==> src/rtl/lpclk_pkg.sv <==
package lpclk_pkg;

   typedef enum logic [1:0] {
      MODE_RUN  = 2'b00,
      MODE_SLOW = 2'b01,
      MODE_HALT = 2'b10
   } lp_mode_e;

   localparam int SWB_SRC_N = 7;

endpackage

==> src/rtl/lpclk_divider.sv <==
module lpclk_divider #(
   parameter int DIV_W = 8
) (
   input  logic clk,
   input  logic rst_n,
   input  logic run_i,
   output logic tick_o
);
   localparam logic [DIV_W-1:0] TERM = '1;

   generate
      if (DIV_W < 1 || DIV_W > 16) begin : g_bad_width
         $error("lpclk_divider: DIV_W must be 1..16");
      end
   endgenerate

   logic [DIV_W-1:0] cnt_q;

   always_ff @(posedge clk or negedge rst_n) begin
      if (!rst_n)
         cnt_q <= '0;
      else if (run_i)
         cnt_q <= cnt_q + 1'b1;
      else
         cnt_q <= '0;
   end

   assign tick_o = run_i && (cnt_q == TERM);
endmodule

==> src/rtl/lpclk_swb_detect.sv <==
module lpclk_swb_detect
   import lpclk_pkg::*;
#(
   parameter int UMODE_W = 2
) (
   input  logic               clk,
   input  logic               rst_n,
   input  logic               ext_irq,
   input  logic               uart_rx,
   input  logic               uart_rx_en,
   input  logic [UMODE_W-1:0] uart_mode,
   input  logic               uart_tx_wr,
   input  logic               uart_tx_en,
   input  logic               spi_dat_wr,
   input  logic               spi_master,
   input  logic               spi_tx_en,
   input  logic               spi_ssel_n,
   input  logic               debug_enter,
   input  logic               pfail_irq,
   output logic               evt_o
);
   generate
      if (UMODE_W < 1) begin : g_bad_umode
         $error("lpclk_swb_detect: UMODE_W must be at least 1");
      end
   endgenerate

   logic                 rx_q;
   logic [SWB_SRC_N-1:0] src;

   always_ff @(posedge clk or negedge rst_n) begin
      if (!rst_n)
         rx_q <= 1'b1;
      else
         rx_q <= uart_rx;
   end

   assign src[0] = ext_irq;
   assign src[1] = rx_q && !uart_rx && uart_rx_en && (uart_mode != '0);
   assign src[2] = uart_tx_wr && uart_tx_en;
   assign src[3] = spi_dat_wr && spi_master && spi_tx_en;
   assign src[4] = !spi_master && !spi_ssel_n;
   assign src[5] = debug_enter;
   assign src[6] = pfail_irq;

   assign evt_o = |src;
endmodule

==> src/rtl/lpclk_ctrl.sv <==
module lpclk_ctrl
   import lpclk_pkg::*;
#(
   parameter int DIV_W   = 8,
   parameter int UMODE_W = 2
) (
   input  logic               clk,
   input  logic               rst_n,
   input  logic               pm_wr,
   input  logic               pm_wdata,
   input  logic               swb_wr,
   input  logic               swb_wdata,
   input  logic               stop_wr,
   input  logic               uart_busy,
   input  logic               spi_busy,
   input  logic               irq_pending,
   input  logic               ext_irq,
   input  logic               uart_rx,
   input  logic               uart_rx_en,
   input  logic [UMODE_W-1:0] uart_mode,
   input  logic               uart_tx_wr,
   input  logic               uart_tx_en,
   input  logic               spi_dat_wr,
   input  logic               spi_master,
   input  logic               spi_tx_en,
   input  logic               spi_ssel_n,
   input  logic               debug_enter,
   input  logic               pfail_irq,
   input  logic               wut_irq,
   output logic               clk_en,
   output logic [1:0]         mode,
   output logic               resume_vec
);
   logic pm_q, swb_q, stop_q, resume_q;
   logic slow_run, tick, swb_evt;
   logic set_block, swb_hit, wake_hit;
   logic pm_d, stop_d;

   assign slow_run = pm_q && !stop_q;

   lpclk_divider #(.DIV_W(DIV_W)) u_div (
      .clk    (clk),
      .rst_n  (rst_n),
      .run_i  (slow_run),
      .tick_o (tick)
   );

   lpclk_swb_detect #(.UMODE_W(UMODE_W)) u_swb (
      .clk         (clk),
      .rst_n       (rst_n),
      .ext_irq     (ext_irq),
      .uart_rx     (uart_rx),
      .uart_rx_en  (uart_rx_en),
      .uart_mode   (uart_mode),
      .uart_tx_wr  (uart_tx_wr),
      .uart_tx_en  (uart_tx_en),
      .spi_dat_wr  (spi_dat_wr),
      .spi_master  (spi_master),
      .spi_tx_en   (spi_tx_en),
      .spi_ssel_n  (spi_ssel_n),
      .debug_enter (debug_enter),
      .pfail_irq   (pfail_irq),
      .evt_o       (swb_evt)
   );

   assign set_block = uart_busy || spi_busy || irq_pending;
   assign swb_hit   = swb_q && slow_run && swb_evt;
   assign wake_hit  = stop_q && (ext_irq || pfail_irq || wut_irq);

   always_comb begin
      pm_d = pm_q;
      if (swb_hit)
         pm_d = 1'b0;
      else if (pm_wr)
         pm_d = pm_wdata ? (pm_q || !set_block) : 1'b0;
   end

   always_comb begin
      stop_d = stop_q;
      if (wake_hit)
         stop_d = 1'b0;
      else if (stop_wr)
         stop_d = 1'b1;
   end

   always_ff @(posedge clk or negedge rst_n) begin
      if (!rst_n) begin
         pm_q     <= 1'b0;
         swb_q    <= 1'b0;
         stop_q   <= 1'b0;
         resume_q <= 1'b1;
      end else begin
         pm_q     <= pm_d;
         stop_q   <= stop_d;
         resume_q <= 1'b0;
         if (swb_wr)
            swb_q <= swb_wdata;
      end
   end

   always_comb begin
      if (stop_q) begin
         clk_en = 1'b0;
         mode   = MODE_HALT;
      end else if (pm_q) begin
         clk_en = tick;
         mode   = MODE_SLOW;
      end else begin
         clk_en = 1'b1;
         mode   = MODE_RUN;
      end
   end

   assign resume_vec = resume_q;
endmodule

==> config.mk <==
export PLATFORM = sky130hd
export DESIGN_NAME = lpclk_ctrl
export DESIGN_NICKNAME = d
export VERILOG_FILES = /design/src/rtl/lpclk_pkg.sv /design/src/rtl/lpclk_divider.sv /design/src/rtl/lpclk_swb_detect.sv /design/src/rtl/lpclk_ctrl.sv
export SDC_FILE = /design/constraint.sdc
export NUM_CORES = 1
export LEC_CHECK = 0
export ABC_CLOCK_PERIOD_IN_PS = 2000
export CAP_MARGIN = 20
export CORE_MARGIN = 2
export CORE_UTILIZATION = 43
export CTS_CLUSTER_SIZE = 8
export DETAILED_ROUTE_END_ITERATION = 8
export HOLD_SLACK_MARGIN = 0.06
export MAX_ROUTING_LAYER = met4
export PLACE_DENSITY = 0.82
export SLEW_MARGIN = 25
export SYNTH_ARGS = -nofsm -noshare
export SYNTH_HDL_FRONTEND = slang
export SYNTH_HIERARCHICAL = 1
export SYNTH_SLANG_ARGS = --single-unit
==> constraint.sdc <==
create_clock -name clk -period 2 [get_ports clk]
set_input_delay 0.4 -clock clk [delete_from_list [all_inputs] [get_ports clk]]
set_output_delay 0.4 -clock clk [all_outputs]
set_load 0.02 [all_outputs]
==> results by group <==
Yosys
  – Register area share after synthesis: between 50% and 60%
  – Area of the mapped netlist: 632 um2
  – Syn. warnings: 6
  – Unique masters post-synth: 28
  – Synth Register Bits: 13
  – Synthesized area per cell: 11.1 um2
  – Mapped Nets: 82
  – Mapped Cells: 57

Place
  – Number of I/O port buffers: 27
  – Placed instance count: 105
  – Final GP Congestion: 0.712

Detailed routing
  – DR iter-0 viols: 10
  – Wirelength per Cell: 13.5 um
  – Metal1 wirelength: between 600 and 700 um
  – Via Count: 556
  – Max layer used: met4
  – Antenna-violating nets left: 0
  – DRC viols: 0
  – Met2 WL: 759 um
  – DR WL met3: 73 um
  – Vias per std cell: around 5
  – Total Wirelength: approximately 1500 um
  – Router iterations before antenna repair: 4

Final layout
  – # diodes: 0
  – Layout area overhead: 57.4%
  – Fill count: 91
  – Share of cells above drive strength 1: 21.3%
  – Finished Layout Cells: 109
  – Post-layout util: 74.6%
  – Storage cell area: 328 um2
  – # nets final: 120
  – Multi-input logic area: around 290 um2

STA
  – Fin Setup TNS: 0 ns
  – Max Clk Rate: roughly 540 MHz
  – Clock skew: just over 0.003 ns
  – Min Tclk post-route: between 1.5 and 2 ns
  – Final hold vios: 0
  – Final Max Slew Viols: 0
  – Fin crit share: between 90% and 100%
  – Worst Max-Slew Pin Slew: 0.565 ns
  – Relative slew margins: between 60 and 70%
  – Setup Viol. Count Final: 0
  – Unrepaired setup endpoints after global routing: no
  – Worst Hold Slack: 0.483 ns

GRT
  – Gr ovfl total: 0
  – Global-route wire length before repair: 2590 um
  – Largest net degree at the start of global routing: 14
  – Vias in the first global route: between 600 and 700
  – Gr usage total: 19.9%
  – Antenna violations before repair: 0

CTS
  – CTS tree: built
  – Post-CTS setup buffers: 0
  – Worst-Skew Late Latency: 0.28 ns
  – CTS Hold Buffers Added: 0
  – Clk pin slew, worst setup/hold paths: 0.08 ns
  – Root buf cell: clkbuf_4
  – Clk sinks: 13
  – Clock Path Buffers: 2
  – # H-tree levels: 1
  – Total CTS buffers: 3

Run status
  – Outcome: finished clean

Worst setup path
  – CP required: ~1.6 ns
  – Crit path max fanout: 3
  – Worst Setup End Kind: output pin
  – Startpoint Class: flop
  – CP Class: reg2out
  – Worst EP arrival: 1.46 ns

Floorplan
  – Die area: 1790 um2
  – Row Count: 13
  – I/O Pins: 28
  – Core area: 1330 um2
  – Starting Density: between 40% and 50%
  – Die boundary width: 42.3 um
  – Die height: 42.3 um

Power
  – Pwr Density: roughly 550 nW/um2
  – LEAKAGE: 0.431 nW
  – IR drop worst, VDD: ~0.33 mV

Job
  – Max-cap violations: 0

Min path
  – HP Class: in2async
-- stage by stage --
stage | power [W] | cell area, um2 | setup WS [ns]
after floorplan | 0.000318 | 632 | 0.260
after global placement | 0.000393 | 966 | 0.0384
after detailed placement | 0.000395 | 966 | 0.000796
after CTS | 0.000556 | 993 | 0.00919
after global routing | 0.000570 | 995 | 0.0769
final | 0.000547 | 995 | 0.137
-- synthesized netlist by cell type --
master,instances,area [um2]
nand2_1,3,11.3
conb_1,1,3.75
nand3_1,3,15.0
o21ai_0,3,15.0
nor2b_1,2,12.5
nand3_2,1,10.0
inv_1,2,7.51
nor2_1,1,3.75
o2bb2ai_1,1,8.76
mux2_2,2,22.5
buf_4,2,15.0
a21boi_0,2,15.0
ha_1,1,12.5
xnor2_1,2,17.5
xor2_1,1,8.76
nor4_1,1,6.26
o211ai_1,2,15.0
nor3_1,2,10.0
and2_1,4,25.0
a21oi_1,1,5.00
nand4b_1,1,8.76
or3_1,2,12.5
dfstp_2,2,52.6
nor4b_2,1,15.0
o221a_2,1,11.3
or4b_1,1,10.0
dfrtp_1,11,275
nand4_1,1,6.26
-- flip-flops by register name (all words and copies together) (netlist names) --
register / count
u_swb/rx_q: 1
resume_vec: 1
swb_q: 1
stop_q: 1
pm_q: 1
u_div/cnt_q: 8
-- critical path, cell delays in order, from the launching register on --
cell and delay, ns:
dfrtp_1 0.37, ha_1 0.18, nand2_1 0.10, nor3_2 0.19
inv_1 0.06, a21oi_1 0.12, buf_2 0.17
-- path summary, 6_finish.rpt --
kind / cells after the start / endpoint / slack [ns] / startpoint
setup / recovery: 6 / clk_en / 0.14 / u_div/cnt_q[1]
hold / removal: 1 / u_div/cnt_q[6] / 0.48 / rst_n
setup reg to reg: 4 / u_div/cnt_q[7] / 0.69 / stop_q
hold reg to reg: 1 / swb_q / 0.54 / swb_q
max in group asynchronous: 1 / resume_vec / 1.14 / rst_n
min in group clk: 1 / swb_q / 0.54 / swb_q
-- cells in the final DEF, fill, tap and decap left out, types with 2 or more instances in the layout --
master	instances
mux2_2	2
buf_4	8
xnor2_1	2
o21ai_0	3
nand3_1	3
clkbuf_4	3
or3_1	2
dfrtp_1	11
o211ai_1	2
clkdlybuf4s50_1	25
nand2_1	3
inv_1	2
dfstp_2	2
nor2b_1	2
and2_1	4
a21boi_0	2
-- report_power, final --
part	internal [W]	switching, W	leakage, nW	total [W]
combinational	0.0000692	0.0000381	0.246	0.000107
clock	0.0000774	0.0000839	0.0150	0.000161
sequential	0.000274	0.00000431	0.170	0.000278
total	0.000420	0.000126	0.431	0.000547
-- timing repair --
item / in CTS / in global routing
gates cloned: 0 / 0
endpoints found under the hold margin: 0 / 0
setup endpoints to repair: 1 / 2
resized for setup: 3 / 3
-- area by class of cell --
class	instances	area share, %
Tap cell	15	1.89
Timing Repair Buffer	35	33.0
Multi-Input combinational cell	40	28.8
Sequential cell	13	33.0
Clock buffer	4	2.64
Inverter	2	0.755
-- layer usage --
metal  up-vias  global-route usage (%)
met5         -                       -
met4         0                    6.88
met3         5                    6.47
met2        13                    33.8
met1       258                    21.6
li1        280                       -
-- logic make-up (layout without fill, tap and decap cells) --
group	after synthesis	count (layout)	share of synthesized area, %
muxes	2	2	3.56
adders and majority gates	1	1	1.98
and+or+nand+nor	23	23	23.2
AOI/OAI and AO/OA	10	10	11.1
xor gates and xnor gates	3	3	4.16
other	1	1	0.593
buffers and inverters	4	41	3.56
DFF	13	13	51.9
No activity file was read; power rests on OpenSTA's default activity.
